[src/rtl/alu8_pkg.sv]
// Shared types for the 8-bit accumulator ALU.
// Assumes op codes are 4 bits wide; codes 14 and 15 are unused.
package alu8_pkg;

    typedef enum logic [3:0] {
        OP_ADDA = 4'd0,  OP_ADCA = 4'd1,  OP_SUBA = 4'd2,  OP_SBCA = 4'd3,
        OP_ADDB = 4'd4,  OP_ADCB = 4'd5,  OP_SUBB = 4'd6,  OP_SBCB = 4'd7,
        OP_ABA  = 4'd8,  OP_SBA  = 4'd9,  OP_NEGA = 4'd10, OP_NEGB = 4'd11,
        OP_NEGM = 4'd12, OP_MUL  = 4'd13
    } alu_op_e;

    typedef enum logic [2:0] {
        K_ADD, K_SUB, K_NEG, K_MUL, K_NONE
    } alu_kind_e;

    // Flag word: bit4 H, bit3 N, bit2 Z, bit1 V, bit0 C
    typedef struct packed {
        logic h;
        logic n;
        logic z;
        logic v;
        logic c;
    } ccr_t;

endpackage

[src/rtl/alu8_decode.sv]
// Operand decoder: maps the op code to the two adder operands, the
// carry/borrow-in and the operation class. Assumes the negate operand
// is subtracted from zero by the shared adder.
module alu8_decode
    import alu8_pkg::*;
#(
    parameter int DW = 8
) (
    input  logic [3:0]    op,
    input  logic [DW-1:0] a,
    input  logic [DW-1:0] b,
    input  logic [DW-1:0] m,
    input  logic          cin,
    output logic [DW-1:0] x,
    output logic [DW-1:0] y,
    output logic          ci,
    output alu_kind_e     kind
);

    // Select operands and class per op code
    always_comb begin
        x    = a;
        y    = m;
        ci   = 1'b0;
        kind = K_NONE;
        case (alu_op_e'(op))
            OP_ADDA: kind = K_ADD;
            OP_ADCA: begin kind = K_ADD; ci = cin; end
            OP_SUBA: kind = K_SUB;
            OP_SBCA: begin kind = K_SUB; ci = cin; end
            OP_ADDB: begin kind = K_ADD; x = b; end
            OP_ADCB: begin kind = K_ADD; x = b; ci = cin; end
            OP_SUBB: begin kind = K_SUB; x = b; end
            OP_SBCB: begin kind = K_SUB; x = b; ci = cin; end
            OP_ABA:  begin kind = K_ADD; y = b; end
            OP_SBA:  begin kind = K_SUB; y = b; end
            OP_NEGA: begin kind = K_NEG; x = '0; y = a; end
            OP_NEGB: begin kind = K_NEG; x = '0; y = b; end
            OP_NEGM: begin kind = K_NEG; x = '0; y = m; end
            OP_MUL:  kind = K_MUL;
            default: kind = K_NONE;
        endcase
    end

endmodule

[src/rtl/alu8_addsub.sv]
// Shared adder/subtractor. In subtract mode it forms x - y - ci as
// x + ~y + ~ci. It reports a borrow as carry-out, signed overflow from
// the effective operand signs, and the carry out of the lower half.
module alu8_addsub #(
    parameter int DW = 8
) (
    input  logic [DW-1:0] x,
    input  logic [DW-1:0] y,
    input  logic          ci,
    input  logic          sub,
    output logic [DW-1:0] r,
    output logic          c,
    output logic          v,
    output logic          h
);

    localparam int HB = DW / 2;

    logic [DW-1:0] y_eff;
    logic          ci_eff;
    logic [DW:0]   sum;
    logic [HB:0]   lsum;

    // Invert operand and carry for subtraction, then add
    always_comb begin
        y_eff  = sub ? ~y : y;
        ci_eff = sub ? ~ci : ci;
        sum    = {1'b0, x} + {1'b0, y_eff} + {{DW{1'b0}}, ci_eff};
        lsum   = {1'b0, x[HB-1:0]} + {1'b0, y_eff[HB-1:0]} + {{HB{1'b0}}, ci_eff};
        r      = sum[DW-1:0];
        c      = sum[DW] ^ sub;
        v      = (x[DW-1] == y_eff[DW-1]) && (sum[DW-1] != x[DW-1]);
        h      = lsum[HB];
    end

endmodule

[src/rtl/alu8_mul.sv]
// Unsigned DW x DW multiplier producing a 2*DW-bit product.
module alu8_mul #(
    parameter int DW = 8
) (
    input  logic [DW-1:0]   a,
    input  logic [DW-1:0]   b,
    output logic [2*DW-1:0] prod
);

    // Zero-extend both operands and multiply
    always_comb begin
        prod = {{DW{1'b0}}, a} * {{DW{1'b0}}, b};
    end

endmodule

[src/rtl/alu8_core.sv]
// Combinational accumulator ALU top. It decodes the op, runs the shared
// adder or the multiplier, and merges the new flags with the flags that
// pass through. Assumes flags_in bit 0 (C) is the carry/borrow-in.
module alu8_core
    import alu8_pkg::*;
#(
    parameter int DW = 8
) (
    input  logic [3:0]    op_sel,
    input  logic [DW-1:0] acc_a,
    input  logic [DW-1:0] acc_b,
    input  logic [DW-1:0] mem_opd,
    input  logic [4:0]    flags_in,
    output logic [DW-1:0] res_hi,
    output logic [DW-1:0] res_lo,
    output logic [4:0]    flags_out
);

    localparam int PW = 2 * DW;
    localparam logic [DW-1:0] SIGN_MIN = {1'b1, {(DW-1){1'b0}}};

    logic [DW-1:0] opx, opy, sum_r;
    logic          op_ci, sum_c, sum_v, sum_h, is_sub;
    alu_kind_e     kind;
    logic [PW-1:0] prod;
    ccr_t          fi, fo;

    assign fi = ccr_t'(flags_in);

    alu8_decode #(.DW(DW)) u_decode (
        .op(op_sel), .a(acc_a), .b(acc_b), .m(mem_opd), .cin(fi.c),
        .x(opx), .y(opy), .ci(op_ci), .kind(kind)
    );

    assign is_sub = (kind == K_SUB) || (kind == K_NEG);

    alu8_addsub #(.DW(DW)) u_addsub (
        .x(opx), .y(opy), .ci(op_ci), .sub(is_sub),
        .r(sum_r), .c(sum_c), .v(sum_v), .h(sum_h)
    );

    alu8_mul #(.DW(DW)) u_mul (
        .a(acc_a), .b(acc_b), .prod(prod)
    );

    // Merge results and flags per operation class
    always_comb begin
        fo     = fi;
        res_hi = '0;
        res_lo = '0;
        case (kind)
            K_ADD, K_SUB, K_NEG: begin
                res_lo = sum_r;
                fo.n   = sum_r[DW-1];
                fo.z   = (sum_r == '0);
                fo.v   = sum_v;
                fo.c   = sum_c;
                if (kind == K_ADD) fo.h = sum_h;
            end
            K_MUL: begin
                res_hi = prod[PW-1:DW];
                res_lo = prod[DW-1:0];
                fo.c   = prod[DW-1];
            end
            default: ;
        endcase
    end

    assign flags_out = fo;

    // Cross-checks between the ports on every evaluation
    always_comb begin
        if (op_sel >= 4'd10 && op_sel <= 4'd12) begin

            neg_carry_chk: assert (flags_out[0] == (res_lo != '0))
                else $error("R7 negate carry mismatch");

            neg_ovf_chk: assert (flags_out[1] == (res_lo == SIGN_MIN))
                else $error("R7 negate overflow mismatch");
        end
        if (op_sel == 4'd13) begin

            mul_hold_chk: assert (flags_out[4:1] == flags_in[4:1])
                else $error("R8 multiply changed held flags");
        end
        if (op_sel >= 4'd14) begin

            unused_pass_chk: assert (flags_out == flags_in && res_lo == '0 && res_hi == '0)
                else $error("R9 unused op not inert");
        end
        if (op_sel != 4'd13) begin

            hi_zero_chk: assert (res_hi == '0)
                else $error("R1 high byte nonzero");
        end
        if (op_sel == 4'd2 || op_sel == 4'd3 || op_sel == 4'd6 || op_sel == 4'd7 ||
            op_sel >= 4'd9) begin

            h_hold_chk: assert (flags_out[4] == flags_in[4])
                else $error("R6 half carry changed on non-add");
        end
        if (op_sel == 4'd0) begin

            add_wrap_chk: assert (flags_out[0] == (res_lo < acc_a))
                else $error("R4 add carry vs wrap mismatch");
        end
    end

endmodule

[config.mk]
export PLATFORM = sky130hd
export DESIGN_NAME = alu8_core
export DESIGN_NICKNAME = d
export VERILOG_FILES = /design/src/rtl/alu8_pkg.sv /design/src/rtl/alu8_decode.sv /design/src/rtl/alu8_addsub.sv /design/src/rtl/alu8_mul.sv /design/src/rtl/alu8_core.sv
export SDC_FILE = /design/constraint.sdc
export NUM_CORES = 1
export LEC_CHECK = 0
export ABC_CLOCK_PERIOD_IN_PS = 12900
export BUFFER_PORTS_ARGS = -buffer_cell sky130_fd_sc_hd__buf_2
export CORE_MARGIN = 4
export CORE_UTILIZATION = 25
export DETAILED_ROUTE_END_ITERATION = 10
export PLACE_DENSITY_LB_ADDON = 0.05
export SETUP_SLACK_MARGIN = 0.15
export SLEW_MARGIN = 20
export SYNTH_ARGS = -nofsm -noshare
export SYNTH_HDL_FRONTEND = slang
export SYNTH_HIERARCHICAL = 1
export SYNTH_SLANG_ARGS = --single-unit
[constraint.sdc]
create_clock -name vclk -period 12.9
set_input_delay 1.935 -clock vclk [all_inputs]
set_output_delay 1.935 -clock vclk [all_outputs]
set_load 0.02 [all_outputs]
== Word level (Yosys, flattened, before mapping) ==
Index checks and enable logic that the tools add are counted.
Operators by class
  reduce and logical (&&, ||, !) cells: 12
  equal/unequal tests: 18
  mux-type cells: 11
  $mul: 1
  add/subtract/negate cells: 4
  bitwise gates (word level): 3
Operators by type and width (number)
  $pmux 8 s2: 3
  $eq 4x4->1 const B: 6
  $eq 4x3->1 const B: 4
  $mul 8x8->16: 1
  $mux 8: 2
  $pmux 3 s4: 1
  $reduce_or 5->1: 2
  $add 8x8->9: 1
  $add 9x1->9: 1
  $reduce_or 3->1: 3
  $eq 4x2->1 const B: 2
  $logic_not 8->1: 1
  $not 8->8: 1
  $reduce_or 4->1: 2
  $eq 3x2->1 const B: 2
  $add 4x4->5: 1
  $add 5x1->5: 1
  $eq 4x1->1 const B: 1
  $logic_not 4->1: 1
  $mux 4: 1
  $eq 3x1->1 const B: 1
  $logic_not 3->1: 1
  $mux 1: 3
  $pmux 1 s2: 1
  6 further kinds: 6
Word-level totals
  logic and storage cells: 49
  bits in registers: 0

== Longest topological paths before layout ==
  depth in word-level cells: 11
  depth in mapped cells: 18

== By module ==
The synthesis kept the hierarchy.
Modules (own cells, without submodules)
  alu8_mul: instances 1, cells an instance 259, area each 2209.6 µm²
  alu8_addsub: instances 1, cells an instance 52, area each 452.9 µm²
  alu8_decode: instances 1, cells an instance 68, area each 427.9 µm²
  alu8_core: instances 1, cells an instance 52, area each 285.3 µm²

== Worst setup path after synthesis ==
Ideal clock, no wire load.
  path kind: input-to-output
  from: in acc_b[7]
  to: out res_hi[4]
  arrival time: 5.723 ns
  path slack: 5.242 ns
  stages: 13
  required time: 10.965 ns
  path through: and2_1 -> fa_1 -> fa_1 -> fa_1 -> inv_1 -> fa_1 -> inv_1 -> ha_1 -> a21o_1 -> and2_1 -> or4_1 -> nand4_1 -> and2_1
Between the ends
  cells in the longest elaborated chain, start to end: 2
RTL lines
  from (decl): line alu8_core.sv:11  | input logic [DW-1:0] acc_b,
  $mul 8x8->16: line alu8_mul.sv:12  | prod = {{DW{1'b0}}, a} * {{DW{1'b0}}, b};
  net prod[12]: line alu8_core.sv:25  | logic [PW-1:0] prod;
  $mux 8: line alu8_core.sv:51  | case (kind)
  to (decl): line alu8_core.sv:14  | output logic [DW-1:0] res_hi,
The timed path passes the listed nets, and every way through them passes these cells.

== Final worst setup path ==
  from: in acc_a[3]
  to: out res_hi[5]
Between the ends
  cells in the longest elaborated chain, start to end: 2
RTL lines
  from (decl): line alu8_core.sv:10  | input logic [DW-1:0] acc_a,
  $mul 8x8->16: line alu8_mul.sv:12
  net prod[13]: line alu8_core.sv:25
  $mux 8: line alu8_core.sv:51
The timed path passes the listed nets, and every way through them passes these cells.

==> impl_metrics.csv <==
group,metric,value,unit
worst_setup_path,timing.setup.critical_path_class,"in2out",
timing,relSlewSlack,0.3410,
global_routing,grt_use_total,0.1181,
cells_and_area,drive_gt1_frac,0.1495,
worst_setup_path,cp.required,10.97,ns
timing,fmax,124.1,MHz
route,drt_iter0_markers,121,
die,die_w,124.2,µm
synthesis,seq_area_frac_synth,0,
cells_and_area,nets,591,
global_routing,antenna_found_initial,0,
timing,final_hold_viol_count,0,
route,vias,2995,
timing,timing.hold.ws,4.218,ns
synthesis,yosys-top-cells-area,"fa_1, ha_1, and2_1",
route,wire_per_inst,14.22,µm
route,drtPass1Iterations,5,
cells_and_area,area_growth_syn_to_layout,12.68,%
pwr,p_leak,1.954,nW
cells_and_area,ff_latch_area,0,µm²
global_routing,grt_max_degree,20,
die,rows,42,
clock_tree,post-cts-setup-buffers,0,
timing,finalCriticalPeriod,8.055,ns
timing,setup-tns-final,0,ns
placed_design,hpwlAfterDp,7890,µm
synthesis,synth_fp_nets,545,
placed_design,gp_congestion,0.7715,
die,core_area,13240,µm²
run,drv_cap,0,
placed_design,dp_cells,651,
synthesis,syn_area,3376,µm²
clock_tree,post_cts_resized,0,
global_routing,grt_pass1_vias,3076,
cells_and_area,design.seq.count,0,
route,ant_nets,0,
route,drt-vias-per-instance,4.601,
worst_setup_path,crit_arrival,6.12,ns
timing,finalCritPeriodShare,0.6245,
worst_setup_path,worst_setup_path_end_kind,"output port",
die,num_io_pins,54,
cells_and_area,clock_buffers,0,
die,die_area,15430,µm²
clock_tree,postCtsHoldBufs,0,
timing,rsz0062_at_grt,"false",
cells_and_area,nFillCells,1535,
cells_and_area,antenna_cells,0,
pwr,vdd_drop_max,0.03581,mV
placed_design,io_buffers,54,
pwr,power_density,117.1,nW/µm²
timing,drv_slew,0,
die,die_y,124.2,µm
synthesis,synthTopCellsByCount,"and2_1, inv_1, nand2_1",
synthesis,post-synth-top-count-cell,"and2_1",
synthesis,ys_types,56,
global_routing,grt_first_pass_wirelength,15740,µm
timing,finalSetupViolations,0,
synthesis,yosysTopAreaCell,"fa_1",
route,drc,0,
synthesis,syn_avg_cell_area,7.832,µm²
cells_and_area,stdcell_count,651,
synthesis,ys_warn_count,6,
route,wl,9255,µm
synthesis,synth_top_area_frac,0.2254,
die,initial_core_util,0.2549,
worst_setup_path,cp-start-kind,"input port",
min_path,worstHoldPathType,"in2out",
timing,tightestPinTransition,0.9849,ns
synthesis,syn_inst,431,
worst_setup_path,critPathMaxFanout,10,
global_routing,gr-total-overflow,0,
cells_and_area,multi_input_area,3110,µm²
status,status,"complete, no violations",
final cells by class:
class,count,area share
multi-input combinational,367,0.8178
inverter,54,0.05329
tap,176,0.05789
timing repair buffer,54,0.07105
worst paths after layout:
kind,startpoint,end,slack (ns),depth (start not counted)
setup / recovery,acc_a[3],res_hi[5],4.84,18
hold / removal,flags_in[4],flags_out[4],4.22,3
layer usage:
metal  wire length (µm)  up-vias  global-route usage
li1                   -     1519                   -
met1               4747     1435              0.1791
met3                212        0            0.003436
met2               4295       41              0.1994
met4                  0        0                   0
met5                  0        -                   0
layout by cell type (no fill, tap or decap), drive strengths merged, types with 6 or more instances in the layout:
| cell type | count |
|---|---|
| ha | 43 |
| nor2 | 19 |
| buf | 54 |
| nor3 | 6 |
| and2 | 58 |
| nand2 | 55 |
| xnor2 | 6 |
| inv | 54 |
| o21ai | 23 |
| fa | 38 |
| xor2 | 16 |
| mux2i | 13 |
| a21oi | 23 |
| nand2b | 8 |
stage by stage:
step,power (mW),util,area (µm²),worst slack [ns]
finish,0.4455,0.2872,3804,4.845
global route,0.5096,0.2872,3804,4.378
CTS,0.4560,0.2872,3804,4.815
detailed placement,0.4517,0.2872,3804,4.838
global placement,0.4557,0.2872,3804,4.843
floorplan,0.3412,-,3376,5.242
power by group:
group          internal, mW  total [mW]  switching, mW
sequential                0           0              0
combinational         0.182       0.446          0.263
clock                     0           0              0
total                 0.182       0.446          0.263
worst max-delay path: stages:
cell	delay [ns]
buf_2	0.17
and2_1	0.20
fa_1	0.53
inv_1	0.05
fa_1	0.48
inv_1	0.06
fa_1	0.52
inv_1	0.05
fa_1	0.52
inv_1	0.04
ha_1	0.35
o21a_1	0.14
o31a_4	0.13
o311ai_1	0.38
nand4b_1	0.14
o311ai_1	0.10
and2_1	0.15
buf_2	0.15
cells by family (layout without fill, tap and decap cells):
group	count (synthesis)	count (layout)	share of synthesized area
compound gates	78	78	0.1612
xor+xnor	22	22	0.05708
mux	17	17	0.05300
buf+inv	64	108	0.07857
fa+ha+maj	81	81	0.3847
simple gates	169	169	0.2654
Note: power is estimated with default switching activity, not from simulation.
